[src/rtl/qlevel_pkg.sv]
package qlevel_pkg;
  localparam int unsigned FLAG_N = 4;
  localparam int unsigned EV_LOW  = 0;
  localparam int unsigned EV_HIGH = 1;
  localparam int unsigned EV_QOVF = 2;
  localparam int unsigned EV_FOVF = 3;

  typedef logic [FLAG_N-1:0] flag_vec_t;
endpackage

[src/rtl/qlevel_regs.sv]
module qlevel_regs
  import qlevel_pkg::*;
#(
  parameter int unsigned ADDR_W = 9,
  parameter int unsigned DATA_W = 8,
  parameter logic [ADDR_W-1:0] ADDR_LO = 9'h124,
  parameter logic [ADDR_W-1:0] ADDR_HI = 9'h125,
  parameter logic [ADDR_W-1:0] ADDR_IE = 9'h126,
  parameter logic [ADDR_W-1:0] ADDR_ST = 9'h127
) (
  input  logic              clk_i,
  input  logic              rst_ni,
  input  logic              wr_i,
  input  logic              rd_i,
  input  logic [ADDR_W-1:0] addr_i,
  input  logic [DATA_W-1:0] wdata_i,
  input  flag_vec_t         status_i,
  output logic [DATA_W-1:0] lo_thr_o,
  output logic [DATA_W-1:0] hi_thr_o,
  output flag_vec_t         ie_o,
  output logic              st_clr_o,
  output logic [DATA_W-1:0] rdata_o
);
  logic [DATA_W-1:0] lo_q, hi_q, rd_mux;
  flag_vec_t         ie_q;

  always_ff @(posedge clk_i or negedge rst_ni) begin
    if (!rst_ni) begin
      lo_q <= '0;
      hi_q <= '0;
      ie_q <= '0;
    end else if (wr_i) begin
      if (addr_i == ADDR_LO) lo_q <= wdata_i;
      if (addr_i == ADDR_HI) hi_q <= wdata_i;
      if (addr_i == ADDR_IE) ie_q <= wdata_i[FLAG_N-1:0];
    end
  end

  always_comb begin
    rd_mux = '0;
    if (addr_i == ADDR_LO) rd_mux = lo_q;
    if (addr_i == ADDR_HI) rd_mux = hi_q;
    if (addr_i == ADDR_IE) rd_mux = DATA_W'(ie_q);
    if (addr_i == ADDR_ST) rd_mux = DATA_W'(status_i);
  end

  always_ff @(posedge clk_i or negedge rst_ni) begin
    if (!rst_ni)   rdata_o <= '0;
    else if (rd_i) rdata_o <= rd_mux;
  end

  assign st_clr_o = rd_i && (addr_i == ADDR_ST);
  assign lo_thr_o = lo_q;
  assign hi_thr_o = hi_q;
  assign ie_o     = ie_q;
endmodule

[src/rtl/qlevel_cross.sv]
module qlevel_cross #(
  parameter int unsigned OCC_W     = 24,
  parameter int unsigned THR_W     = 8,
  parameter int unsigned STEP_LOG2 = 16,
  parameter bit          ABOVE     = 1'b1
) (
  input  logic             clk_i,
  input  logic             rst_ni,
  input  logic [OCC_W-1:0] occ_i,
  input  logic [THR_W-1:0] thr_i,
  output logic             evt_o
);
  localparam int unsigned CMP_W = (OCC_W > THR_W + STEP_LOG2) ? OCC_W : THR_W + STEP_LOG2;

  logic [CMP_W-1:0] occ_ext, lvl;
  logic             past_now, past_q;

  assign occ_ext = CMP_W'(occ_i);
  assign lvl     = CMP_W'(thr_i) << STEP_LOG2;

  generate
    if (ABOVE) begin : g_above
      assign past_now = occ_ext > lvl;
    end else begin : g_below
      assign past_now = occ_ext < lvl;
    end
  endgenerate

  // previous comparison taken as "not past" out of reset
  always_ff @(posedge clk_i or negedge rst_ni) begin
    if (!rst_ni) past_q <= 1'b0;
    else         past_q <= past_now;
  end

  assign evt_o = past_now && !past_q;
endmodule

[src/rtl/qlevel_flags.sv]
module qlevel_flags
  import qlevel_pkg::*;
(
  input  logic      clk_i,
  input  logic      rst_ni,
  input  flag_vec_t evt_i,
  input  logic      clr_i,
  input  flag_vec_t ie_i,
  output flag_vec_t status_o,
  output logic      irq_o
);
  flag_vec_t st_q;

  // set beats clear so a coincident event survives the read
  always_ff @(posedge clk_i or negedge rst_ni) begin
    if (!rst_ni) st_q <= '0;
    else         st_q <= (clr_i ? '0 : st_q) | evt_i;
  end

  assign status_o = st_q;
  assign irq_o    = |(st_q & ie_i);
endmodule

[src/rtl/qlevel_watch.sv]
module qlevel_watch
  import qlevel_pkg::*;
#(
  parameter int unsigned OCC_W     = 24,
  parameter int unsigned ADDR_W    = 9,
  parameter int unsigned DATA_W    = 8,
  parameter int unsigned STEP_LOG2 = 16,
  parameter logic [ADDR_W-1:0] ADDR_LO = 9'h124,
  parameter logic [ADDR_W-1:0] ADDR_HI = 9'h125,
  parameter logic [ADDR_W-1:0] ADDR_IE = 9'h126,
  parameter logic [ADDR_W-1:0] ADDR_ST = 9'h127
) (
  input  logic              clk_i,
  input  logic              rst_ni,
  input  logic [OCC_W-1:0]  occ_i,
  input  logic              q_ovf_i,
  input  logic              f_ovf_i,
  input  logic              wr_i,
  input  logic              rd_i,
  input  logic [ADDR_W-1:0] addr_i,
  input  logic [DATA_W-1:0] wdata_i,
  output logic [DATA_W-1:0] rdata_o,
  output logic              irq_o
);
  logic [1:0][DATA_W-1:0] thr;
  logic [1:0]             cross_evt;
  flag_vec_t              status_q, ie_q, evt;
  logic                   st_clr;

  qlevel_regs #(
    .ADDR_W (ADDR_W),  .DATA_W (DATA_W),
    .ADDR_LO(ADDR_LO), .ADDR_HI(ADDR_HI),
    .ADDR_IE(ADDR_IE), .ADDR_ST(ADDR_ST)
  ) u_regs (
    .clk_i   (clk_i),
    .rst_ni  (rst_ni),
    .wr_i    (wr_i),
    .rd_i    (rd_i),
    .addr_i  (addr_i),
    .wdata_i (wdata_i),
    .status_i(status_q),
    .lo_thr_o(thr[0]),
    .hi_thr_o(thr[1]),
    .ie_o    (ie_q),
    .st_clr_o(st_clr),
    .rdata_o (rdata_o)
  );

  // index 0: falling through low level, index 1: rising through high level
  for (genvar g = 0; g < 2; g++) begin : g_cross
    qlevel_cross #(
      .OCC_W    (OCC_W),
      .THR_W    (DATA_W),
      .STEP_LOG2(STEP_LOG2),
      .ABOVE    (g == 1)
    ) u_cross (
      .clk_i (clk_i),
      .rst_ni(rst_ni),
      .occ_i (occ_i),
      .thr_i (thr[g]),
      .evt_o (cross_evt[g])
    );
  end

  always_comb begin
    evt          = '0;
    evt[EV_LOW]  = cross_evt[0];
    evt[EV_HIGH] = cross_evt[1];
    evt[EV_QOVF] = q_ovf_i;
    evt[EV_FOVF] = f_ovf_i;
  end

  qlevel_flags u_flags (
    .clk_i   (clk_i),
    .rst_ni  (rst_ni),
    .evt_i   (evt),
    .clr_i   (st_clr),
    .ie_i    (ie_q),
    .status_o(status_q),
    .irq_o   (irq_o)
  );
endmodule

[config.mk]
export PLATFORM = sky130hd
export DESIGN_NAME = qlevel_watch
export DESIGN_NICKNAME = d
export VERILOG_FILES = /design/src/rtl/qlevel_pkg.sv /design/src/rtl/qlevel_regs.sv /design/src/rtl/qlevel_cross.sv /design/src/rtl/qlevel_flags.sv /design/src/rtl/qlevel_watch.sv
export SDC_FILE = /design/constraint.sdc
export NUM_CORES = 1
export LEC_CHECK = 0
export BUFFER_PORTS_ARGS = -buffer_cell sky130_fd_sc_hd__buf_2
export CAP_MARGIN = 30
export CELL_PAD_IN_SITES_DETAIL_PLACEMENT = 0
export CELL_PAD_IN_SITES_GLOBAL_PLACEMENT = 1
export CORE_ASPECT_RATIO = 2
export CORE_MARGIN = 10
export CORE_UTILIZATION = 40
export DETAILED_ROUTE_END_ITERATION = 16
export PLACE_DENSITY = 0.89
export SLEW_MARGIN = 20
export SYNTH_ARGS = -nofsm -noshare
export SYNTH_HDL_FRONTEND = slang
export SYNTH_SLANG_ARGS = --single-unit
[constraint.sdc]
create_clock -name clk_i -period 3 [get_ports clk_i]
set_input_delay 0.3 -clock clk_i [delete_from_list [all_inputs] [get_ports clk_i]]
set_output_delay 0.3 -clock clk_i [all_outputs]
set_load 0.005 [all_outputs]
# Word level (Yosys, flattened, before mapping)
# Index checks and enable logic that the tools add are counted.
# totals
reg_bits	34
inputBits	47
# op_classes
n_lt_le_gt_ge	2
eq_ne	4
mux	5
bitwise_logic	2
n_reduce_logical	9
# op_table
cell	count
$eq A9 B9 Y1 const B	4
$mux W8	4
$gt A24 B24 Y1	1
$lt A24 B24 Y1	1
$reduce_and A2 Y1	3
$and A4 B4 Y4	1
$mux W4	1
$or A4 B4 Y4	1
$reduce_or A4 Y1	1
$logic_and A1 B1 Y1	3
$logic_not A1 Y1	2

# Longest topological paths before layout
# Gate-level depths: netlist (run 1).
# logic_depth
depth_word	5
depth_mapped	7

# By module
# Synthesis (run 1) repeated with hierarchy kept, for this count alone.
# hier_totals
cells_unflattened	177
area_unflattened_um2	1966.9
# modules_own_cells
module	instances	cells_each	area_each_um2	seq_area_each_um2
qlevel_regs	1	102	1303.8	700.7
qlevel_cross at g_cross[1].u_cross	1	36	295.3	25.0
qlevel_cross at g_cross[0].u_cross	1	27	214.0	25.0
qlevel_flags	1	12	153.9	100.1

# Worst setup path after synthesis (run 1)
# OpenSTA, ideal clock, no wires.
# synth_path
kind	input -> register
from	input port addr_i[7]
to	register u_regs.lo_q[0] (netlist: u_regs.lo_thr_o[0])
setup_time_ns	0.125
arrival_time_ns	1.536
required_ns	2.875
path_slack_ns	1.339
cell_stages	5
path_cell_list	nor4b_2 nand4_1 or3_1 buf_4 mux2_4
# synth_via
elab_chain_cells	2
# synth_lines
item	line	source
from (decl)	qlevel_watch.sv:20	input logic [ADDR_W-1:0] addr_i,
$eq A9 B9 Y1	qlevel_regs.sv:33	if (addr_i == ADDR_LO) lo_q <= wdata_i;
$reduce_and A2 Y1 (no line)	n/a	
to (signal assigned)	qlevel_regs.sv:33	
to (decl)	qlevel_regs.sv:24	logic [DATA_W-1:0] lo_q, hi_q, rd_mux;
# No other way between the ends.
# A chain may end at the register's enable or synchronous reset.

# Final worst setup path (run 1)
# layout_path
from	register u_regs.hi_q[7] (netlist: u_regs.hi_thr_o[7])
to	register u_flags.st_q[1] (netlist: u_flags.status_o[1])
# layout_via
elab_chain_cells	3
# layout_lines
item	line	source
from (decl)	qlevel_regs.sv:24	
from (signal assigned)	qlevel_regs.sv:34	if (addr_i == ADDR_HI) hi_q <= wdata_i;
$gt A24 B24 Y1	qlevel_cross.sv:23	assign past_now = occ_ext > lvl;
$logic_and A1 B1 Y1	qlevel_cross.sv:35	assign evt_o = past_now && !past_q;
$or A4 B4 Y4	qlevel_flags.sv:17	else st_q <= (clr_i ? '0 : st_q) | evt_i;
to (signal assigned)	qlevel_flags.sv:17	
to (decl)	qlevel_flags.sv:12	flag_vec_t st_q;
# No other way between the ends.

==> summary.txt, run 1 <==
Status
  • Outcome: finished, final reports clean

Global routing
  • Total track usage: 0.122
  • Vias in the first global route: 1659
  • Global-route wire length before repair: 7500 um
  • Total grt overflow: 0
  • Initial antenna violation count: 0
  • Pin count of the biggest net entering global routing: 35

Die
  • Num rows: 35
  • IO Pins: 56
  • Die Ht: 117 um
  • Core Region: 0.00460 sq mm
  • Die Footprint: 0.00802 sq mm
  • Starting Density: 0.410
  • Die X: 68.5 um

Worst setup path
  • Slowest cell delay on critical path: 0.43 ns
  • Critical path peak fanout: 3
  • Kind of critical path: register to register
  • Cell repeated most along the worst path: o21ai_0
  • Critical Path RT: 3.14 ns
  • Worst EP arrival: 1.90 ns
  • Slowest CP cell: a2111oi_0
  • Crit-path cells: inv_1 -> ha_1 -> a2111oi_0 -> o21ai_0 -> o21ai_0 -> o32ai_1
  • Crit start category: register
  • Crit. End Element: register

Clock network
  • Clock buffer count from CTS: 5
  • Clk slew on worst S/H paths: 0.07 ns
  • Worst skew pair latency: 0.29 ns
  • Post_cts resized: 0
  • Clock sink count: 34
  • Root buffer cell: clkbuf_8
  • Post CTS Setup Buffer Count: 0
  • Post-CTS Hold Buffers: 0
  • H-tree depth: 2
  • CTS tree: yes
  • CTS max path bufs: 2

Detailed routing
  • Routed Antenna Nets: 0
  • Via count: 1527
  • TritonRoute pass-1 iters: 4
  • Wire per inst: 14.9 um
  • Initial DRC Count: 32
  • Final wirelength: 4530 um
  • DRC viols: 0
  • Via density: 5.02

Worst hold path
  • Hold WC Path Type: input pin to async pin

STA
  • RSZ-0062 raised after global routing: false
  • Clock Skews: 0.00452 ns
  • Relative slew slack: 0.435
  • Setup violations, final: 0
  • Fmax achieved: 0.570 GHz
  • Final Cycle Share: 0.585
  • Final hold vios: 0
  • TNS Setup: 0 ns
  • Final Worst Setup Slack: 1.24 ns
  • Min Tclk post-route: 1.76 ns
  • Max-slew violation count: 0
  • Worst-margin pin slew: 0.844 ns

Placed design
  • Post-DP Area: 0.00220 sq mm
  • HPWL after detailed placement: 3800 um
  • Routability congestion estimate: 0.775
  • Port bufs: 55
  • Pre-CTS setup slack: 0.981 ns

Yosys
  • Cells after Synth: 192
  • Net Count, Synth: 254
  • Ys Warns: 0
  • Avg Inst Size Synth: 9.81 sq um
  • Sequential-to-total area share from yosys stat: 0.452
  • Yosys reg bits: 34
  • Area of the mapped netlist: 0.00188 sq mm
  • Synth unique cells: 35

Finish
  • Most frequent cells in the layout: buf_2 (55), dfrtp_1 (34), inv_1 (32)
  • Most common cell after layout, fill and taps aside: buf_2
  • Final Instance Area: 0.00229 sq mm
  • # diodes: 0
  • Final #Nets: 310
  • Combined area of the multi-input logic cells: 886 sq um
  • Sequential cell area: 851 sq um
  • Share of post-route cells with drive strength above 1: 0.297
  • Fillers: 469
  • Area Growth Syn to Fin: 21.6%

Pwr
  • Pwr per Cell Area: 411 mW/mm^2
  • Pleak: 1.15 nW
  • Peak VDD IR: 0.220 mV

Run
  • Max-cap violations: 0
critical path: cells and delay by family (launching register included):
kind                       cells  cell delay (ns)
buffers and inverters          1             0.06
adders and majority gates      1             0.30
AOI/OAI and AO/OA              4             0.91
DFF                            1             0.35
power by group:
group	switching (mW)	total [mW]	internal, mW
sequential	0.00764	0.479	0.472
combinational	0.0614	0.115	0.0536
clock	0.162	0.347	0.185
total	0.231	0.941	0.710
Yosys cell counts, drive strengths merged:
master | number | area (sq um)
nor3 | 4 | 20.0
a22oi | 6 | 45.0
nand2 | 17 | 63.8
a211oi | 1 | 7.51
or3 | 1 | 6.26
or4 | 1 | 7.51
or2 | 2 | 12.5
nor2b | 1 | 6.26
clkbuf | 4 | 15.0
nand3 | 1 | 5.00
mux2 | 8 | 120
mux2i | 4 | 40.0
dfrtp | 34 | 851
o22ai | 4 | 25.0
buf | 2 | 12.5
a2111oi | 1 | 8.76
nand2b | 2 | 12.5
o32ai | 1 | 8.76
a22o | 1 | 8.76
nor4b | 2 | 23.8
nand4 | 3 | 18.8
a221oi | 4 | 35.0
nor3b | 2 | 20.0
o21ai | 21 | 105
a21o | 2 | 15.0
o21bai | 1 | 7.51
nor2 | 4 | 15.0
ha | 15 | 188
inv | 32 | 120
nor4 | 3 | 18.8
a21oi | 7 | 35.0
and3 | 1 | 6.26
registers in the layout, indices dropped and copies added (netlist names):
name,count
g_cross.u_cross.past_q,2
u_flags.status_o,4
u_regs.hi_thr_o,8
u_regs.ie_o,4
u_regs.lo_thr_o,8
u_regs.rdata_o,8
metal layers:
metal,share of wire,routed length (um),up-vias,track usage
li1,-,-,782,-
met1,0.37,1670,695,0.120
met2,0.53,2390,42,0.222
met3,0.076,343,8,0.0267
met4,0.027,120,0,0.0688
met5,0,0,-,0
per-stage QoR:
step / hold WS (ns) / instances / utilization / total power, mW
global placement: 0.393 / 296 / 0.479 / 0.602
finish: 0.0746 / 304 / 0.499 / 0.941
global route: 0.141 / 304 / 0.499 / 0.989
floorplan: 0.00441 / 192 / - / 0.545
CTS: 0.0926 / 304 / 0.499 / 0.953
detailed placement: 0.403 / 296 / 0.479 / 0.605
cell families after synthesis:
family / synth area share
adder cells (fa/ha/maj): 0.0996
AO/OA/AOI/OAI: 0.160
flip-flops: 0.452
buffers and inverters: 0.0784
AND/OR/NAND/NOR: 0.125
multiplexers: 0.0850
final cells by class:
cell class,instances,area share
multi-input combinational,120,0.386
sequential,34,0.371
timing repair buffer,55,0.120
inverter,32,0.0524
clock buffer,7,0.0377
tap,55,0.0300
clock inverter,1,0.00218
final timing paths:
| kind | start | slack, ns | depth (start not counted) | end |
|---|---|---|---|---|
| worst max-delay path | u_regs.hi_thr_o[7] | 1.24 | 6 | u_flags.status_o[1] |
| worst min-delay path | rst_ni | 0.07 | 1 | u_regs.rdata_o[6] |
| worst max register to register | u_regs.hi_thr_o[7] | 1.24 | 6 | u_flags.status_o[1] |
| worst min register to register | g_cross[1].u_cross.past_q | 0.47 | 1 | u_flags.status_o[1] |
| max in group asynchronous | rst_ni | 2.45 | 1 | u_regs.hi_thr_o[1] |
| min in group clk_i | f_ovf_i | 0.19 | 2 | u_flags.status_o[3] |
No activity file was read; power rests on OpenSTA's default activity.
==> run 2, diff against run 1 <==
CORE_UTILIZATION = 35   (was 40)
PLACE_DENSITY = 0.83   (was 0.89)
clock period = 1.6 ns   (was 3 ns; I/O delays follow)
==> run 2 against run 1 <==
  * Clock power grew 69%
  * Non-clock buffer count is 14 higher
  * Clock skew is 0.00087 ns lower
  * Setup slack got worse by 1.1 ns
  * Die area is 11% higher
  * First-iteration DRC count unchanged
  * Critical path depth is 1 higher
  * Flip-flop and latch count unchanged
  * Critical endpoint unchanged
  * Combinational power rose by 120%
  * Total power rose by 85%
  * Final cell count is 5.3% higher
  * Fmax rose by 18%
==> summary.txt, run 2 (synthesis gave the netlist of run 1 again) <==
Worst setup path
  • Crit start category: register (unchanged)
  • Critical path peak fanout: 2 (was 3)
  • Worst EP arrival: 1.66 ns (was 1.90 ns)
  • Kind of critical path: register to register (unchanged)
  • Crit. End Element: register (unchanged)
  • Critical Path RT: 1.76 ns (was 3.14 ns)

Clock network
  • Root buffer cell: clkbuf_8 (unchanged)
  • Clk slew on worst S/H paths: 0.06 ns (was 0.07 ns)
  • CTS max path bufs: 2 (unchanged)
  • Clock buffer count from CTS: 5 (unchanged)
  • Worst skew pair latency: 0.28 ns (was 0.29 ns)
  • CTS tree: yes (unchanged)
  • H-tree depth: 2 (unchanged)
  • Clock sink count: 34 (unchanged)

Global routing
  • Global-route wire length before repair: 7960 um (was 7500 um)
  • Total track usage: 0.113 (was 0.122)
  • Pin count of the biggest net entering global routing: 35 (unchanged)
  • Vias in the first global route: 1772 (was 1659)
  • Initial antenna violation count: 0 (unchanged)
  • Total grt overflow: 0 (unchanged)

Die
  • Die Ht: 124 um (was 117 um)
  • Core Region: 0.00518 sq mm (was 0.00460 sq mm)
  • IO Pins: 56 (unchanged)
  • Die Footprint: 0.00890 sq mm (was 0.00802 sq mm)
  • Num rows: 37 (was 35)
  • Die X: 71.9 um (was 68.5 um)
  • Starting Density: 0.363 (was 0.410)

Placed design
  • Routability congestion estimate: 0.823 (was 0.775)
  • HPWL after detailed placement: 4130 um (was 3800 um)
  • Port bufs: 55 (unchanged)
  • Post-DP Area: 0.00229 sq mm (was 0.00220 sq mm)

Detailed routing
  • Via count: 1621 (was 1527)
  • Initial DRC Count: 32 (unchanged)
  • Routed Antenna Nets: 0 (unchanged)
  • Via density: 5.07 (was 5.02)
  • Final wirelength: 4920 um (was 4530 um)
  • DRC viols: 0 (unchanged)
  • Wire per inst: 15.4 um (was 14.9 um)
  • TritonRoute pass-1 iters: 4 (unchanged)

Pwr
  • Pleak: 1.21 nW (was 1.15 nW)
  • Peak VDD IR: 0.393 mV (was 0.220 mV)
  • Pwr per Cell Area: 712 mW/mm^2 (was 411 mW/mm^2)

STA
  • Min Tclk post-route: 1.49 ns (was 1.76 ns)
  • Clock Skews: 0.00365 ns (was 0.00452 ns)
  • Fmax achieved: 0.670 GHz (was 0.570 GHz)
  • Setup violations, final: 0 (unchanged)
  • Relative slew slack: 0.723 (was 0.435)
  • Final Cycle Share: 0.933 (was 0.585)
  • Max-slew violation count: 0 (unchanged)
  • Worst-margin pin slew: 0.416 ns (was 0.844 ns)
  • Final hold vios: 0 (unchanged)

Finish
  • Most common cell after layout, fill and taps aside: buf_2 (unchanged)
  • Final core occ: 0.472 (was 0.499)
  • Most frequent cells in the layout: buf_2 (55), dfrtp_1 (34), inv_1 (32) (unchanged)
  • Share of post-route cells with drive strength above 1: 0.347 (was 0.297)
  • Final Instance Area: 0.00245 sq mm (was 0.00229 sq mm)
  • Area Growth Syn to Fin: 29.9% (was 21.6%)
  • # diodes: 0 (unchanged)
  • Final #Nets: 324 (was 310)

Worst hold path
  • Hold WC Path Type: input pin to register (was input pin to async pin)

Status
  • Outcome: finished, final reports clean (unchanged)

Run
  • Max-cap violations: 0 (unchanged)
[run 2: changes by cell type in the layout (fill, tap and decap cells not counted), moves of 2 or more]
cell     previous run  this run
o21ai_0            21        19
ha_4                0         2
buf_4               0        13
ha_1               15        13
[run 2: power breakdown]
| part | switching, mW | internal (mW) | total (mW) |
|---|---|---|---|
| Combinational | 0.130 | 0.126 | 0.256 |
| Sequential | 0.0149 | 0.885 | 0.900 |
| Clock | 0.287 | 0.299 | 0.586 |
[run 2: per-layer routing]
layer / vias up / part of all wire / wire [um] / GRT usage
met5: - / 0 / 0 / 0
met4: 0 / 0.024 / 117 / 0.0657
met1: 751 / 0.38 / 1860 / 0.112
li1: 809 / - / - / -
met3: 8 / 0.065 / 318 / 0.0295
met2: 53 / 0.53 / 2620 / 0.202
[run 2: final cells by class]
| type | count | area, sq um |
|---|---|---|
| clock buffers | 7 | 76.3 |
| fillers | 533 | 2740 |
| inverters | 32 | 120 |
| multi-input cells | 120 | 945 |
| flip-flops and latches | 34 | 851 |
| well taps | 58 | 72.6 |
| repair buffers | 69 | 383 |
[run 2: critical path, stage by stage (launching register included)]
cell	delay, ns
dfrtp_1	0.35
inv_1	0.08
ha_4	0.27
nand3_2	0.08
nor4_2	0.28
nand4_1	0.13
o21ai_2	0.09
o32ai_1	0.08
[run 2: what timing repair did]
item                       4_1_cts  5_1_grt
setup endpoints to repair        2        2
resized for setup                3        7
pin swaps                        1        3
hold endpoints to repair        34        0
hold buffers                     1        0
setup buffers                    0        1
[run 2: per-stage QoR]
step / setup WS, ns / hold slack, ns / instances / setup TNS, ns / power, mW
floorplan: 0.0707 / -0.136 / 192 / 0 / 1.02
global placement: -0.167 / 0.206 / 311 / -0.855 / 1.14
detailed placement: -0.190 / 0.211 / 311 / -1.10 / 1.15
CTS: 0.0176 / 0.0389 / 319 / 0 / 1.74
global route: -0.0121 / 0.0563 / 320 / -0.0121 / 1.82
finish: 0.108 / 0.0476 / 320 / 0 / 1.74
[run 2: final timing paths]
| path | from | endpoint | slack (ns) | cells past startpoint |
|---|---|---|---|---|
| min in group asynchronous | rst_ni | u_flags.status_o[2] | 0.42 | 3 |
| min | q_ovf_i | u_flags.status_o[2] | 0.05 | 2 |
| min reg2reg | g_cross[1].u_cross.past_q | u_flags.status_o[1] | 0.45 | 1 |
| max in group asynchronous | rst_ni | u_regs.hi_thr_o[7] | 0.87 | 3 |
| max reg2reg | u_regs.hi_thr_o[4] | u_flags.status_o[1] | 0.11 | 7 |
| max | u_regs.hi_thr_o[4] | u_flags.status_o[1] | 0.11 | 7 |
